### src/rtl/ctmr_pkg.sv
package ctmr_pkg;
  typedef enum logic {
    MODE_COUNTER = 1'b0,
    MODE_TIMER   = 1'b1
  } ctmr_mode_e;
endpackage

### src/rtl/ctmr_preload.sv
module ctmr_preload #(
  parameter int BYTE_W = 8,
  parameter int CNT_W  = 2 * BYTE_W,
  parameter logic [CNT_W-1:0] PRELOAD_RST = CNT_W'(2)
) (
  input  logic              clk,
  input  logic              rst,
  input  logic [BYTE_W-1:0] wr_data,
  input  logic              wr_hi,
  input  logic              wr_lo,
  output logic [CNT_W-1:0]  preload_q
);
  localparam int LANES = CNT_W / BYTE_W;

  logic [LANES-1:0] lane_wr;
  assign lane_wr = {wr_hi, wr_lo};

  always_ff @(posedge clk) begin
    if (rst) begin
      preload_q <= PRELOAD_RST;
    end else begin
      for (int g = 0; g < LANES; g++) begin
        if (lane_wr[g]) preload_q[g*BYTE_W +: BYTE_W] <= wr_data;
      end
    end
  end


  hi_hold_chk: assert property (@(posedge clk) disable iff (rst)
    (wr_lo && !wr_hi) |=> $stable(preload_q[CNT_W-1 -: BYTE_W]));
endmodule

### src/rtl/ctmr_core.sv
module ctmr_core
  import ctmr_pkg::*;
#(
  parameter int CNT_W = 16
) (
  input  logic             clk,
  input  logic             rst,
  input  logic             tick_en,
  input  logic             start_cmd,
  input  logic             stop_cmd,
  input  logic             mode_sel,
  input  logic [CNT_W-1:0] preload,
  output logic [CNT_W-1:0] cnt_q,
  output logic             running_q,
  output ctmr_mode_e       mode_q,
  output logic             zero_evt
);
  localparam logic [CNT_W-1:0] ONE = CNT_W'(1);

  logic halt_req;
  logic at_one;

  assign halt_req = stop_cmd && (mode_q == MODE_COUNTER);
  assign at_one   = (cnt_q == ONE);
  assign zero_evt = running_q && tick_en && at_one && !start_cmd && !halt_req;

  always_ff @(posedge clk) begin
    if (rst) begin
      cnt_q     <= '0;
      running_q <= 1'b0;
      mode_q    <= MODE_COUNTER;
    end else if (start_cmd) begin
      cnt_q     <= preload;
      running_q <= 1'b1;
      mode_q    <= ctmr_mode_e'(mode_sel);
    end else if (halt_req) begin
      running_q <= 1'b0;
    end else if (running_q && tick_en) begin
      if (mode_q == MODE_TIMER && at_one) cnt_q <= preload;
      else                                cnt_q <= cnt_q - ONE;
    end
  end


  idle_hold_chk: assert property (@(posedge clk) disable iff (rst)
    (!running_q && !start_cmd) |=> $stable(cnt_q));


  no_tick_hold_chk: assert property (@(posedge clk) disable iff (rst)
    (!tick_en && !start_cmd) |=> $stable(cnt_q));


  timer_dec_chk: assert property (@(posedge clk) disable iff (rst)
    (running_q && tick_en && !start_cmd && mode_q == MODE_TIMER && !at_one)
      |=> (cnt_q == $past(cnt_q) - ONE));


  start_load_chk: assert property (@(posedge clk) disable iff (rst)
    start_cmd |=> (running_q && cnt_q == $past(preload)));
endmodule

### src/rtl/ctmr_outlogic.sv
module ctmr_outlogic
  import ctmr_pkg::*;
(
  input  logic       clk,
  input  logic       rst,
  input  logic       start_cmd,
  input  logic       stop_cmd,
  input  ctmr_mode_e mode_q,
  input  logic       zero_evt,
  output logic       wave_q,
  output logic       ready_q
);
  logic set_rdy;

  assign set_rdy = zero_evt && ((mode_q == MODE_COUNTER) || !wave_q);

  always_ff @(posedge clk) begin
    if (rst) begin
      wave_q <= 1'b1;
    end else if (start_cmd) begin
      wave_q <= 1'b1;
    end else if (zero_evt) begin
      wave_q <= (mode_q == MODE_TIMER) ? !wave_q : 1'b0;
    end else if (stop_cmd && mode_q == MODE_COUNTER) begin
      wave_q <= 1'b1;
    end
  end

  always_ff @(posedge clk) begin
    if (rst)           ready_q <= 1'b0;
    else if (set_rdy)  ready_q <= 1'b1;
    else if (stop_cmd) ready_q <= 1'b0;
  end


  start_high_chk: assert property (@(posedge clk) disable iff (rst)
    start_cmd |=> wave_q);


  term_evt_chk: assert property (@(posedge clk) disable iff (rst)
    (zero_evt && mode_q == MODE_COUNTER) |=> (!wave_q && ready_q));


  low_has_ready_chk: assert property (@(posedge clk) disable iff (rst)
    (mode_q == MODE_COUNTER && !wave_q) |-> ready_q);


  stop_clear_chk: assert property (@(posedge clk) disable iff (rst)
    (stop_cmd && !zero_evt) |=> !ready_q);
endmodule

### src/rtl/ctmr_top.sv
module ctmr_top
  import ctmr_pkg::*;
#(
  parameter int BYTE_W = 8
) (
  input  logic              clk,
  input  logic              rst,
  input  logic              tick_en,
  input  logic              mode_sel,
  input  logic [BYTE_W-1:0] wr_data,
  input  logic              wr_hi,
  input  logic              wr_lo,
  input  logic              start_cmd,
  input  logic              stop_cmd,
  output logic              ready,
  output logic              wave_out,
  output logic [BYTE_W-1:0] count_hi,
  output logic [BYTE_W-1:0] count_lo
);
  localparam int CNT_W = 2 * BYTE_W;

  logic [CNT_W-1:0] preload;
  logic [CNT_W-1:0] cnt_q;
  logic             running_q;
  ctmr_mode_e       mode_q;
  logic             zero_evt;

  ctmr_preload #(.BYTE_W(BYTE_W), .CNT_W(CNT_W)) u_pre (
    .clk(clk), .rst(rst), .wr_data(wr_data), .wr_hi(wr_hi), .wr_lo(wr_lo),
    .preload_q(preload)
  );

  ctmr_core #(.CNT_W(CNT_W)) u_core (
    .clk(clk), .rst(rst), .tick_en(tick_en), .start_cmd(start_cmd),
    .stop_cmd(stop_cmd), .mode_sel(mode_sel), .preload(preload),
    .cnt_q(cnt_q), .running_q(running_q), .mode_q(mode_q), .zero_evt(zero_evt)
  );

  ctmr_outlogic u_out (
    .clk(clk), .rst(rst), .start_cmd(start_cmd), .stop_cmd(stop_cmd),
    .mode_q(mode_q), .zero_evt(zero_evt), .wave_q(wave_out), .ready_q(ready)
  );

  assign count_hi = cnt_q[CNT_W-1 -: BYTE_W];
  assign count_lo = cnt_q[BYTE_W-1:0];


  count_bytes_chk: assert property (@(posedge clk) disable iff (rst)
    !running_q |=> ($stable(count_hi) || $past(start_cmd)));
endmodule

### config.mk
export PLATFORM = sky130hd
export DESIGN_NAME = ctmr_top
export DESIGN_NICKNAME = d
export VERILOG_FILES = /design/src/rtl/ctmr_pkg.sv /design/src/rtl/ctmr_preload.sv /design/src/rtl/ctmr_core.sv /design/src/rtl/ctmr_outlogic.sv /design/src/rtl/ctmr_top.sv
export SDC_FILE = /design/constraint.sdc
export NUM_CORES = 1
export LEC_CHECK = 0
export BUFFER_PORTS_ARGS = -buffer_cell sky130_fd_sc_hd__buf_2
export CORE_UTILIZATION = 48
export CTS_CLUSTER_DIAMETER = 30
export DETAILED_ROUTE_END_ITERATION = 7
export HOLD_SLACK_MARGIN = 0.06
export PLACE_DENSITY_LB_ADDON = 0.12
export SYNTH_ARGS = -nofsm -noshare
export SYNTH_HDL_FRONTEND = slang
export SYNTH_SLANG_ARGS = --single-unit
### constraint.sdc
create_clock -name clk -period 1.9 [get_ports clk]
set_input_delay 0.095 -clock clk [delete_from_list [all_inputs] [get_ports clk]]
set_output_delay 0.095 -clock clk [all_outputs]
set_load 0.02 [all_outputs]
# ---- Word level (Yosys, flattened, before mapping)
# Index checks and enable logic that the tools add are counted.
dict set report totals {
  register_bits 36
  latch_bits 0
  mem_bits_rw 0
  rom_bits 0
  inputBits 16
  out_inout_bits 18
  word_cells 39
  mem_count 0
}
dict set report classes {
  add_sub_neg 1
  multipliers 0
  div 0
  n_lt_le_gt_ge 0
  eq_ne 2
  shifts 0
  n_mux 11
  n_bitwise 1
  n_reduce_logical 17
}
# cell count
set ops {}
lappend ops {{$mux W16} 4}
lappend ops {{$eq A16 B1 Y1 const B} 1}
lappend ops {{$sub A16 B1 Y16 const B} 1}
lappend ops {{$reduce_bool A2 Y1} 4}
lappend ops {{$logic_and A1 B1 Y1} 7}
lappend ops {{$mux W1} 7}
lappend ops {{$logic_not A1 Y1} 3}
lappend ops {{$ne A2 B2 Y1 const B} 1}
lappend ops {{$reduce_and A2 Y1} 1}
lappend ops {{$reduce_or A2 Y1} 1}
lappend ops {{$logic_or A1 B1 Y1} 1}
lappend ops {{$not A1 Y1} 1}

# ---- Depth between registers and ports, before layout
# Gate-level depths: netlist (run 1).
dict set report logic_depth {
  depth_word 6
  mapped_depth 8
  ltp_nobuf 7
}

# ---- Modules after synthesis
# Synthesis (run 1) repeated with hierarchy kept, for this count alone.
dict set report unflattened {
  cells_unflattened 212
  hier_area_um2 1829.3
}
# mod instances cells_each area_each_um2 seq_area_each_um2
set by_module_without_submodules {}
lappend by_module_without_submodules {ctmr_core 1 149 1166.1 360.3}
lappend by_module_without_submodules {ctmr_preload 1 52 579.3 320.3}
lappend by_module_without_submodules {ctmr_outlogic 1 11 83.8 40.0}

# ---- Worst setup path before layout (run 1)
# Ideal clock, no wire load.
dict set report synth_timing {
  path_type {register to register}
  start {register u_core.cnt_q[1]}
  end {register u_core.cnt_q[10]}
  setup_time_ps 120
  arrival_time_ps 1886
  required_time_ps 1780
  slack_ps -106
  path_stages_with_launch 9
  n_path_buf 1
  synth_period_minus_slack_ps 2006
  cell_sequence {dfxtp_1 > inv_1 > ha_1 > nor4bb_1 > and4_1 > buf_2 > a21oi_2 > nor2_2 > a211o_1}
}
dict set report synth_via {
  elab_chain_cells 6
  word_cells_on_any_way 7
  cone_classes {add/sub: 1; eq/ne: 1; mux: 4; reduce/logical: 1}
}
# item line
set synth_rtl {}
lappend synth_rtl {{start: declaration} ctmr_core.sv:13} ;# output logic [CNT_W-1:0] cnt_q,
lappend synth_rtl {{start signal: assignment} ctmr_core.sv:33} ;# cnt_q <= preload;
lappend synth_rtl {{start signal: assignment} ctmr_core.sv:39} ;# if (mode_q == MODE_TIMER && at_one) cnt_q <= preload;
lappend synth_rtl {{start signal: assignment} ctmr_core.sv:40} ;# else cnt_q <= cnt_q - ONE;
lappend synth_rtl {{branches (longest 2 deep; another with $sub A16 B1 Y16)} --}
lappend synth_rtl {{$mux W16 *} ctmr_core.sv:39}
lappend synth_rtl {{$mux W16 *} ctmr_core.sv:38} ;# end else if (running_q && tick_en) begin
lappend synth_rtl {{$mux W16 *} ctmr_core.sv:36} ;# end else if (halt_req) begin
lappend synth_rtl {{$mux W16 *} ctmr_core.sv:32} ;# end else if (start_cmd) begin
# Every way passes the cells marked *. The select of a mux whose other input is x is not followed.
# A chain may end at the register's enable or synchronous reset.

# ---- Worst setup path in the final report (run 1)
dict set report layout_timing {
  start {register u_core.cnt_q[1]}
  end {register u_core.cnt_q[12]}
}
# The elaborated chain is that of the path after synthesis.

==> summary.md, run 1 <==
| Metric | Value |
|---|---|
| Status | `completed` |
| Final HPWL DP | `roughly 4000 um` |
| R2R Setup Slk | `about 19 ps` |
| Crit. End Element | `register` |
| Post-DP Area | `roughly 0.0023 mm2` |
| Die Wd | `~65 um` |
| Largest stage delay on the critical path | `340 ps` |
| Share of the synthesized area in the top cell type | `0.383` |
| Family with the most delay on the worst path | `simple AND/OR/NAND/NOR gates` |
| 1st-iter DRT viols | `approximately 200` |
| DIE HEIGHT | `about 65 um` |
| WP data arrival | `2080 ps` |
| Unique cell type count in the Yosys netlist | `45` |
| Final #Nets | `between 300 and 400` |
| GRT Overall Usage | `0.289` |
| Max capacitance violation total | `0` |
| Fin util | `0.707` |
| Synthesized area per cell | `8.51 um2` |
| Post-synth EDFFs | `0` |
| Routed WL per cell | `roughly 16 um` |
| Clk Latency, worst-skew pair | `290 ps` |
| Most common flop cell mapped by yosys | `dfxtp_1` |
| Worst Path Required | `between 2000 and 2500 ps` |
| Fraction of layout cells with a size suffix above 1 | `0.336` |
| Detailed Route WL | `roughly 5500 um` |
| Setup ws final | `roughly 19 ps` |
| Post-Synthesis Cells | `~220` |
| # rows | `22` |
| Post-route DRC | `0` |
| Endpoints failing hold | `0` |
| ANT cells | `0` |
| Avg Vias per Cell | `5.75` |
| First-pass GRT wire length | `8870 um` |
| CP Buf/Inv Count | `3` |
| Non-filler instance count after layout | `roughly 340` |
| Slew headroom | `0.742` |
| Die ar. | `around 0.0042 mm2` |
| CTS Buffer Depth | `2` |
| # IOs | `34` |
| Setup crit start kind | `register` |
| Hold crit path type | `in2reg` |
| Hold Path Sink | `u_pre.preload_q[14]$_SDFFE_PP0P_` |
| GP Congestion | `about 0.94` |
| Fmax | `around 530 MHz` |
| Worst r2r dst | `u_core.cnt_q[12]$_SDFFE_PP0P_` |
| VDD IR max | `548 uV` |
| Crit-path cells | `inv_2, ha_2, nor4bb_4, nand4_1, buf_6, buf_4, a21oi_1, nor3_1, nor4_1` |
| Unrepaired setup endpoints after global routing | `yes` |
| Register area share after synthesis | `0.383` |
| Cells on worst reg2reg path | `9` |
| Fillers | `314` |
| Synth cell count leaders | `dfxtp_1, nor2_1, mux2i_1` |
| PwrDens | `roughly 870 mW/mm2` |
| Synth Register Bits | `36` |
| Vias in the first global route | `roughly 1800` |
| Post-synth top area cell | `dfxtp_1` |
| Drt first pass iters | `4` |
| Mapped cell area | `between 0.0015 and 0.002 mm2` |
| Hold Startpoint | `wr_data[6]` |
| Endpoints failing setup | `0` |
| Clock Sinks | `36` |
| Async set-or-reset flop fraction in the synthesized netlist | `0` |
| Final Cycle Share | `0.990` |
| Core area | `around 0.0037 mm2` |
| Worst Setup Path Type | `reg2reg` |
| R2r startpoint | `u_core.cnt_q[1]$_SDFFE_PP0P_` |
| Clk slew on worst S/H paths | `80 ps` |
| Clk root buf | `clkbuf_8` |
| Lkg Pwr | `around 1.2 nW` |
| Post-layout min period | `1880 ps` |
| Antenna violations before repair | `0` |
| CTS Buf Count | `5` |
| Finished Cell Area | `roughly 0.0026 mm2` |
| Pin count of the biggest net entering global routing | `24` |
| Grt ovf | `0` |
| Critical Path Source | `u_core.cnt_q[1]$_SDFFE_PP0P_` |
| Ys Warns | `0` |
| Worst Skew | `between 7 and 8 ps` |
| Post-Place Cells | `324` |
| Final Max Tran Viols | `0` |
| Dpl ws | `-52.1 ps` |
| Final ANT Viol Nets | `0` |
| Cells taking the most area after synthesis | `dfxtp_1, mux2i_1, nor2_1` |
| Crit. path cell count | `9` |
| CP max stage cell | `dfxtp_2` |
| Hold path depth | `3` |
| Least-Margin Pin Slew | `approximately 390 ps` |
| Layout area overhead | `39.6%` |
| WHS | `approximately 59 ps` |
| Worst Path Max Fanout | `8` |
| Initial Util | `0.506` |
| Syn_nets | `239` |
| H-tree Lvls | `2` |
| CTS tree | `yes` |
| Port bufs | `33` |
| Vias | `roughly 2000` |
-- worst reg2reg max path: stages (launching register included) --
cell and delay [ps]:
dfxtp_2 340, inv_2 60, ha_2 180, nor4bb_4 330, nand4_1 140, buf_6 170
buf_4 140, a21oi_1 150, nor3_1 70, nor4_1 230
-- routing by layer --
layer | vias up | global-route usage | share of wire | wire [um]
li1 | 953 | - | - | -
met1 | 917 | 0.354 | 0.44 | 2430
met2 | 83 | 0.466 | 0.46 | 2570
met3 | 19 | 0.0704 | 0.063 | 351
met4 | 0 | 0.150 | 0.033 | 180
met5 | - | 0 | 0 | 0
-- worst max path at each step --
stage | end
detailed placement | u_core.cnt_q[5]$_SDFFE_PP0P_
floorplan | u_core.cnt_q[10]$_SDFFE_PP0P_
global placement | u_core.cnt_q[6]$_SDFFE_PP0P_
CTS | u_core.cnt_q[3]$_SDFFE_PP0P_
global route | u_core.cnt_q[12]$_SDFFE_PP0P_
finish | u_core.cnt_q[12]$_SDFFE_PP0P_
-- cell type report --
class                           count  area (um2)  area share
Clock buffer                        5        68.8      0.0262
Inverter                            6        22.5     0.00857
Timing Repair Buffer               77         517       0.197
Sequential cell                    36         724       0.276
Multi-Input combinational cell    168        1140       0.436
Clock inverter                      3        90.1      0.0343
Tap cell                           48        60.1      0.0229
-- sequential cells by signal, indices dropped and copies added, names as in the netlist --
name              count
u_core.cnt_q         16
u_core.mode_q         1
u_core.running_q      1
u_out.ready_q         1
u_out.wave_q          1
u_pre.preload_q      16
-- through the flow --
| stage | setup TNS [ps] | power, W |
|---|---|---|
| 2_1_floorplan | 0 | 0.00112 |
| 3_3_place_gp | 0 | 0.00132 |
| 3_5_place_dp | -122 | 0.00132 |
| 4_1_cts | 0 | 0.00227 |
| 5_1_grt | -329 | 0.00239 |
| 6_report | 0 | 0.00230 |
-- power by group --
part	total, W	internal, W	switching (W)	leakage, nW
registers	0.000843	0.000800	0.0000426	0.297
logic	0.000513	0.000238	0.000275	0.815
clock network	0.000942	0.000657	0.000286	0.0784
total	0.00230	0.00169	0.000603	1.19
-- cells by family after synthesis --
logic type / count (synthesis) / synth area share
AO/OA/AOI/OAI: 43 / 0.154
AND/OR/NAND/NOR: 104 / 0.314
buffers and inverters: 17 / 0.0352
flip-flops: 36 / 0.383
adder cells (fa/ha/maj): 2 / 0.0133
multiplexers: 19 / 0.101
-- cell usage in the layout, fill, tap and decap left out, drive strengths merged, types with 5 or more instances in the layout --
cell type    count
nor4            10
nand3            9
inv              6
nor3            11
o21ai           10
mux2i           19
dfxtp           36
clkbuf           5
nand2           18
nor2            37
dlygate4sd3      7
a21oi           11
o211ai           5
buf             70
-- timing repair --
item / 4_1_cts / 5_1_grt
hold buffers: 6 / 1
setup endpoints to repair: 11 / 17
pin swaps: 0 / 6
buffers inserted: 0 / 4
endpoints found under the hold margin: 8 / 1
gates resized for setup: 3 / 9
gates cloned: 0 / 0
Note: power is estimated with default switching activity, not from simulation.
==> run 2, diff against run 1 <==
--- a/config.mk
+++ b/config.mk
@@ -5,7 +5,8 @@
 export SDC_FILE = /design/constraint.sdc
 export NUM_CORES = 1
 export LEC_CHECK = 0
-export BUFFER_PORTS_ARGS = -buffer_cell sky130_fd_sc_hd__buf_2
+export BUFFER_PORTS_ARGS = -buffer_cell sky130_fd_sc_hd__clkbuf_2
+export CORE_MARGIN = 1
 export CORE_UTILIZATION = 48
 export CTS_CLUSTER_DIAMETER = 30
 export DETAILED_ROUTE_END_ITERATION = 7
==> summary.md, run 2 (synthesized netlist as in run 1, its figures left out) <==
| Metric | Value |
|---|---|
| 1st-iter DRT viols | `237 (+20%)` |
| Met2 Resource Use GR | `0.449 (-0.0171)` |
| GP Congestion | `0.941 (+0.51%)` |
| Slew headroom | `0.760 (+0.0181)` |
| Total negative slack | `-8.34 ps (-8.34 ps)` |
| Final HPWL DP | `3940 um (-0.49%)` |
| Endpoints failing setup | `1 (+1)` |
| ANT cells | `0 (unchanged)` |
| Crit. End Element | `register` |
| Final ANT Viol Nets | `0 (unchanged)` |
| Clk root buf | `clkbuf_8` |
| Avg Vias per Cell | `5.83 (+1.4%)` |
| WP data arrival | `2080 ps (about the same)` |
| Core area | `0.00372 mm2 (unchanged)` |
| Failing checks | `negative setup slack` |
| Vias in the first global route | `1772 (-1.4%)` |
| PwrDens | `786 mW/mm2 (-10%)` |
| Fillers | `328 (+4.5%)` |
| # IOs | `34 (unchanged)` |
| Non-filler instance count after layout | `335 (-2.3%)` |
| Largest regs | `u_core.cnt_q x16, u_pre.preload_q x16` |
| CTS Buf Count | `5 (unchanged)` |
| Post-Place Cells | `318 (-1.9%)` |
| DIE HEIGHT | `64.6 um (unchanged)` |
| H-tree Lvls | `2 (unchanged)` |
| Post-layout min period | `1910 ps (+27.7 ps)` |
| Least-Margin Pin Slew | `357 ps (-28.4 ps)` |
| Leading cell type in the layout, fill and taps excluded | `nor2_1` |
| Dpl ws | `-16.5 ps (+35.7 ps)` |
| Setup crit start kind | `register` |
| Unrepaired setup endpoints after global routing | `yes` |
| Finished Cell Area | `0.00257 mm2 (-2.2%)` |
| Antenna violations before repair | `0 (unchanged)` |
| Final #Nets | `304 (-2.6%)` |
| Clock Sinks | `36 (unchanged)` |
| Routed WL per cell | `16.3 um (+1.2%)` |
| Setup ws final | `-8.34 ps (-27.7 ps)` |
| Post-DP Area | `0.00228 mm2 (-1.9%)` |
| Endpoints failing hold | `0 (unchanged)` |
| Fmax | `524 MHz (-1.5%)` |
| CTS Buffer Depth | `2 (unchanged)` |
| Most Crowded Layer GR | `met2` |
| VDD IR max | `593 uV (+8.2%)` |
| Port bufs | `33 (unchanged)` |
| Detailed Route WL | `5470 um (-1.2%)` |
| Hold crit path type | `in2reg` |
| First-pass GRT wire length | `8580 um (-3.3%)` |
| Clk slew on worst S/H paths | `80 ps (about the same)` |
| Worst Path Required | `2070 ps (-30 ps)` |
| Drt first pass iters | `5 (+1)` |
| Layout area overhead | `36.5%` |
| Final Cycle Share | `1.00 (+0.0146)` |
| Worst Setup Path Type | `reg2reg` |
| Post-route DRC | `0 (unchanged)` |
| Met3 Usage GRT | `0.0563 (-0.0141)` |
| R2R Setup Slk | `-8 ps (-30 ps)` |
| Die Wd | `64.6 um (unchanged)` |
| GR Util met1 | `0.351 (-0.00281)` |
| # rows | `22 (unchanged)` |
| Lkg Pwr | `1.13 nW (-5.3%)` |
| Worst Path Max Fanout | `5 (-3)` |
| Max capacitance violation total | `0 (unchanged)` |
| Grt ovf | `0 (unchanged)` |
| Fraction of layout cells with a size suffix above 1 | `0.338 (+0.00239)` |
| GRT Overall Usage | `0.275 (-0.0141)` |
| CTS tree | `yes` |
| Pin count of the biggest net entering global routing | `16 (-33%)` |
| Die ar. | `0.00418 mm2 (unchanged)` |
| Final Max Tran Viols | `0 (unchanged)` |
| Status | `finished, violations left` |
| WHS | `64.3 ps (+5.59 ps)` |
| Clk Latency, worst-skew pair | `290 ps (about the same)` |
| Worst Skew | `6.41 ps (-1.44 ps)` |
| Vias | `1953 (-0.96%)` |
| Commonest cells after routing, fill and taps aside | `nor2_1, clkbuf_2, dfxtp_1` |
| Initial Util | `0.506 (unchanged)` |
## run 2: changes by cell type in the layout (fill, tap and decap cells not counted), sizes merged
cell,previous run,this run
dlygate4sd3,7,5
bufinv,3,1
buf,70,31
clkinvlp,0,1
clkbuf,5,38
clkinv,0,1
## run 2: what timing repair did
item,CTS,global route
endpoints found under the hold margin,5,0
hold buffers,5,0
pin swaps,0,8
resized for setup,1,20
setup endpoints to repair,2,16
gates cloned,0,1
setup buffers,0,3
## run 2: worst max-delay path, cell delays in order, from the launching register on
cell     delay, ps
dfxtp_4        360
nor4_4         310
buf_4          170
nand4_1        180
buf_6          210
buf_6          120
and3_4         170
o21ai_4        160
a31oi_4        100
## run 2: where the power goes
part           internal, W  switching, W  total [W]
registers         0.000799     0.0000463   0.000845
logic             0.000225      0.000274   0.000498
clock network     0.000388      0.000288   0.000677
## run 2: path summary, 6_finish.rpt
kind	startpoint	cells after the start	end
worst max-delay path	u_core.cnt_q[10]$_SDFFE_PP0P_	8	u_core.cnt_q[6]$_SDFFE_PP0P_
worst min-delay path	wr_data[2]	3	u_pre.preload_q[2]$_SDFFE_PP0P_
worst max register to register	u_core.cnt_q[10]$_SDFFE_PP0P_	8	u_core.cnt_q[6]$_SDFFE_PP0P_
worst min register to register	u_pre.preload_q[5]$_SDFFE_PP0P_	2	u_core.cnt_q[5]$_SDFFE_PP0P_
## run 2: area by class of cell
cell class              instances  area (um2)  area share
clock inverters                 3        42.5      0.0166
flip-flops and latches         36         727       0.283
multi-input cells             168        1190       0.464
repair buffers                 69         457       0.178
well taps                      48        60.1      0.0234
inverters                       6        22.5     0.00877
clock buffers                   5        68.8      0.0268
## run 2: metrics by stage
step	utilization	power [W]
final	0.691	0.00202
after global routing	0.691	0.00211
after CTS	0.657	0.00199
after detailed placement	0.612	0.00131
after global placement	0.612	0.00130
after floorplan	-	0.00112
## run 2: layer usage
metal	routed length [um]	part of all wire
met5	0	0
met4	127	0.023
met3	414	0.076
met2	2550	0.47
met1	2380	0.44
==> run 3, diff against run 2 <==
--- a/config.mk
+++ b/config.mk
@@ -12,6 +12,8 @@
 export DETAILED_ROUTE_END_ITERATION = 7
 export HOLD_SLACK_MARGIN = 0.06
 export PLACE_DENSITY_LB_ADDON = 0.12
+export SETUP_SLACK_MARGIN = 0.1
+export SKIP_LAST_GASP = 1
 export SYNTH_ARGS = -nofsm -noshare
 export SYNTH_HDL_FRONTEND = slang
 export SYNTH_SLANG_ARGS = --single-unit
==> summary.md, run 3 (synthesized netlist as in run 1, its figures left out) <==
| Metric | Value |
|---|---|
| Final ANT Viol Nets | `0 (unchanged)` |
| # rows | `22 (unchanged)` |
| DIE HEIGHT | `64.6 um (unchanged)` |
| R2r startpoint | `u_core.cnt_q[11]$_SDFFE_PP0P_` |
| Least-Margin Pin Slew | `497 ps (+141 ps)` |
| GRT Overall Usage | `0.265 (-0.00972)` |
| Layout area overhead | `33.8%` |
| Port bufs | `33 (unchanged)` |
| Detailed Route WL | `5280 um (-3.5%)` |
| Worst Path Required | `2080 ps (about the same)` |
| Endpoints failing hold | `0 (unchanged)` |
| CTS Buf Count | `5 (unchanged)` |
| Largest stage delay on the critical path | `340 ps (-20 ps)` |
| Post-DP Area | `0.00223 mm2 (-1.9%)` |
| Post-route DRC | `0 (unchanged)` |
| Hold Path Sink | `u_pre.preload_q[10]$_SDFFE_PP0P_` |
| Crit-path cells | `nor4_4, buf_4, nand4_1, buf_6, buf_12, nand3_4, nor3_1, a211o_1` |
| WHS | `60.7 ps (-3.59 ps)` |
| VDD IR max | `614 uV (+3.5%)` |
| Pin count of the biggest net entering global routing | `25 (+9)` |
| Final #Nets | `297 (-2.3%)` |
| Crit. End Element | `register` |
| CTS Buffer Depth | `2 (unchanged)` |
| 1st-iter DRT viols | `209 (-12%)` |
| Largest regs | `u_core.cnt_q x16, u_pre.preload_q x16` |
| R2R Setup Slk | `50 ps (+60 ps)` |
| ANT cells | `0 (unchanged)` |
| Fraction of layout cells with a size suffix above 1 | `0.339 (+0.00131)` |
| Avg Vias per Cell | `5.79 (-0.64%)` |
| WP data arrival | `2030 ps (-50 ps)` |
| Slew headroom | `0.667 (-0.0932)` |
| Vias in the first global route | `1742 (-1.7%)` |
| Cells on worst reg2reg path | `8 (unchanged)` |
| Worst Path Max Fanout | `7 (+2)` |
| Status | `completed` |
| Family with the most delay on the worst path | `simple AND/OR/NAND/NOR gates` |
| Die ar. | `0.00418 mm2 (unchanged)` |
| Fmax | `540 MHz (+3.1%)` |
| Final HPWL DP | `3700 um (-5.9%)` |
| Finished Cell Area | `0.00252 mm2 (-1.9%)` |
| PwrDens | `763 mW/mm2 (-2.9%)` |
| Lkg Pwr | `1.11 nW (-1.7%)` |
| Commonest cells after routing, fill and taps aside | `nor2_1, clkbuf_2, dfxtp_1` |
| H-tree Lvls | `2 (unchanged)` |
| Setup ws final | `49.4 ps (+57.7 ps)` |
| Worst r2r dst | `u_core.cnt_q[10]$_SDFFE_PP0P_` |
| CP Buf/Inv Count | `3 (unchanged)` |
| Clock Sinks | `36 (unchanged)` |
| # IOs | `34 (unchanged)` |
| Setup crit start kind | `register` |
| Hold crit path type | `in2reg` |
| Die Wd | `64.6 um (unchanged)` |
| Dpl ws | `42.6 ps (+59.1 ps)` |
| GP Congestion | `0.944 (+0.31%)` |
| Post-layout min period | `1850 ps (-57.7 ps)` |
| Leading cell type in the layout, fill and taps excluded | `nor2_1` |
| CP max stage cell | `dfxtp_2` |
| Vias | `1900 (-2.7%)` |
| Final Cycle Share | `0.974 (-0.0304)` |
| Unrepaired setup endpoints after global routing | `yes` |
| Clk root buf | `clkbuf_8` |
| Worst Setup Path Type | `reg2reg` |
| Antenna violations before repair | `0 (unchanged)` |
| Total negative slack | `0 ps (+8.34 ps)` |
| Hold Startpoint | `wr_data[2]` |
| Clk slew on worst S/H paths | `70 ps (about the same)` |
| Routed WL per cell | `16.1 um (-1.4%)` |
| Drt first pass iters | `6 (+1)` |
| Core area | `0.00372 mm2 (unchanged)` |
| Worst Skew | `5.44 ps (-0.979 ps)` |
| Endpoints failing setup | `0 (-1)` |
| Final Max Tran Viols | `0 (unchanged)` |
| Max capacitance violation total | `0 (unchanged)` |
| Clk Latency, worst-skew pair | `290 ps (about the same)` |
| Grt ovf | `0 (unchanged)` |
| First-pass GRT wire length | `8340 um (-2.8%)` |
| Initial Util | `0.506 (unchanged)` |
| CTS tree | `yes` |
| Hold path depth | `3 (unchanged)` |
## run 3: layout make-up
class,instances,area (um2)
fill,326,1200
timing repair buffer,62,408
clock buffer,7,97.6
multi-input combinational,168,1190
inverter,6,22.5
sequential,36,731
clock inverter,1,5.00
tap,48,60.1
## run 3: power breakdown
part	total [W]	internal, W	switching, W
clock	0.000612	0.000336	0.000275
sequential	0.000843	0.000799	0.0000444
combinational	0.000467	0.000201	0.000267
total	0.00192	0.00134	0.000587
## run 3: repair_timing
| item | 4_1_cts | 5_1_grt |
|---|---|---|
| endpoints found under the hold margin | 3 | 0 |
| buffers inserted | 2 | 4 |
| gates resized for setup | 7 | 15 |
| hold buffers | 2 | 0 |
| cloned | 1 | 0 |
| setup endpoints to repair | 11 | 17 |
| pin swaps | 6 | 17 |
## run 3: worst max-delay path by stage
stage / startpoint / slack, ps / cells after the start / to
finish: u_core.cnt_q[11]$_SDFFE_PP0P_ / 50 / 8 / u_core.cnt_q[10]$_SDFFE_PP0P_
global route: u_core.cnt_q[1]$_SDFFE_PP0P_ / -60 / 9 / u_core.cnt_q[10]$_SDFFE_PP0P_
global placement: u_core.cnt_q[0]$_SDFFE_PP0P_ / 100 / 7 / u_core.cnt_q[10]$_SDFFE_PP0P_
CTS: u_core.cnt_q[1]$_SDFFE_PP0P_ / 100 / 8 / u_core.cnt_q[15]$_SDFFE_PP0P_
floorplan: u_core.cnt_q[1]$_SDFFE_PP0P_ / 100 / 8 / u_core.cnt_q[10]$_SDFFE_PP0P_
detailed placement: u_core.cnt_q[1]$_SDFFE_PP0P_ / 40 / 8 / u_core.cnt_q[4]$_SDFFE_PP0P_
## run 3: stage by stage
step	utilization	cells	power (W)
finish	0.678	328	0.00192
global route	0.678	328	0.00201
CTS	0.647	324	0.00189
detailed placement	0.601	311	0.00128
global placement	0.601	311	0.00128
floorplan	-	221	0.00112
## run 3: per-layer routing
layer	routed length [um]	vias to the layer above	GRT usage
li1	-	924	-
met4	101	0	0.111
met2	2420	77	0.425
met3	387	12	0.0792
met1	2360	887	0.328
met5	0	-	0
## run 3: tightest hold or removal path, delay by kind of cell
kind | cells | cell delay, ps
buf+inv | 1 | 90
mux | 1 | 60
simple gates | 1 | 70
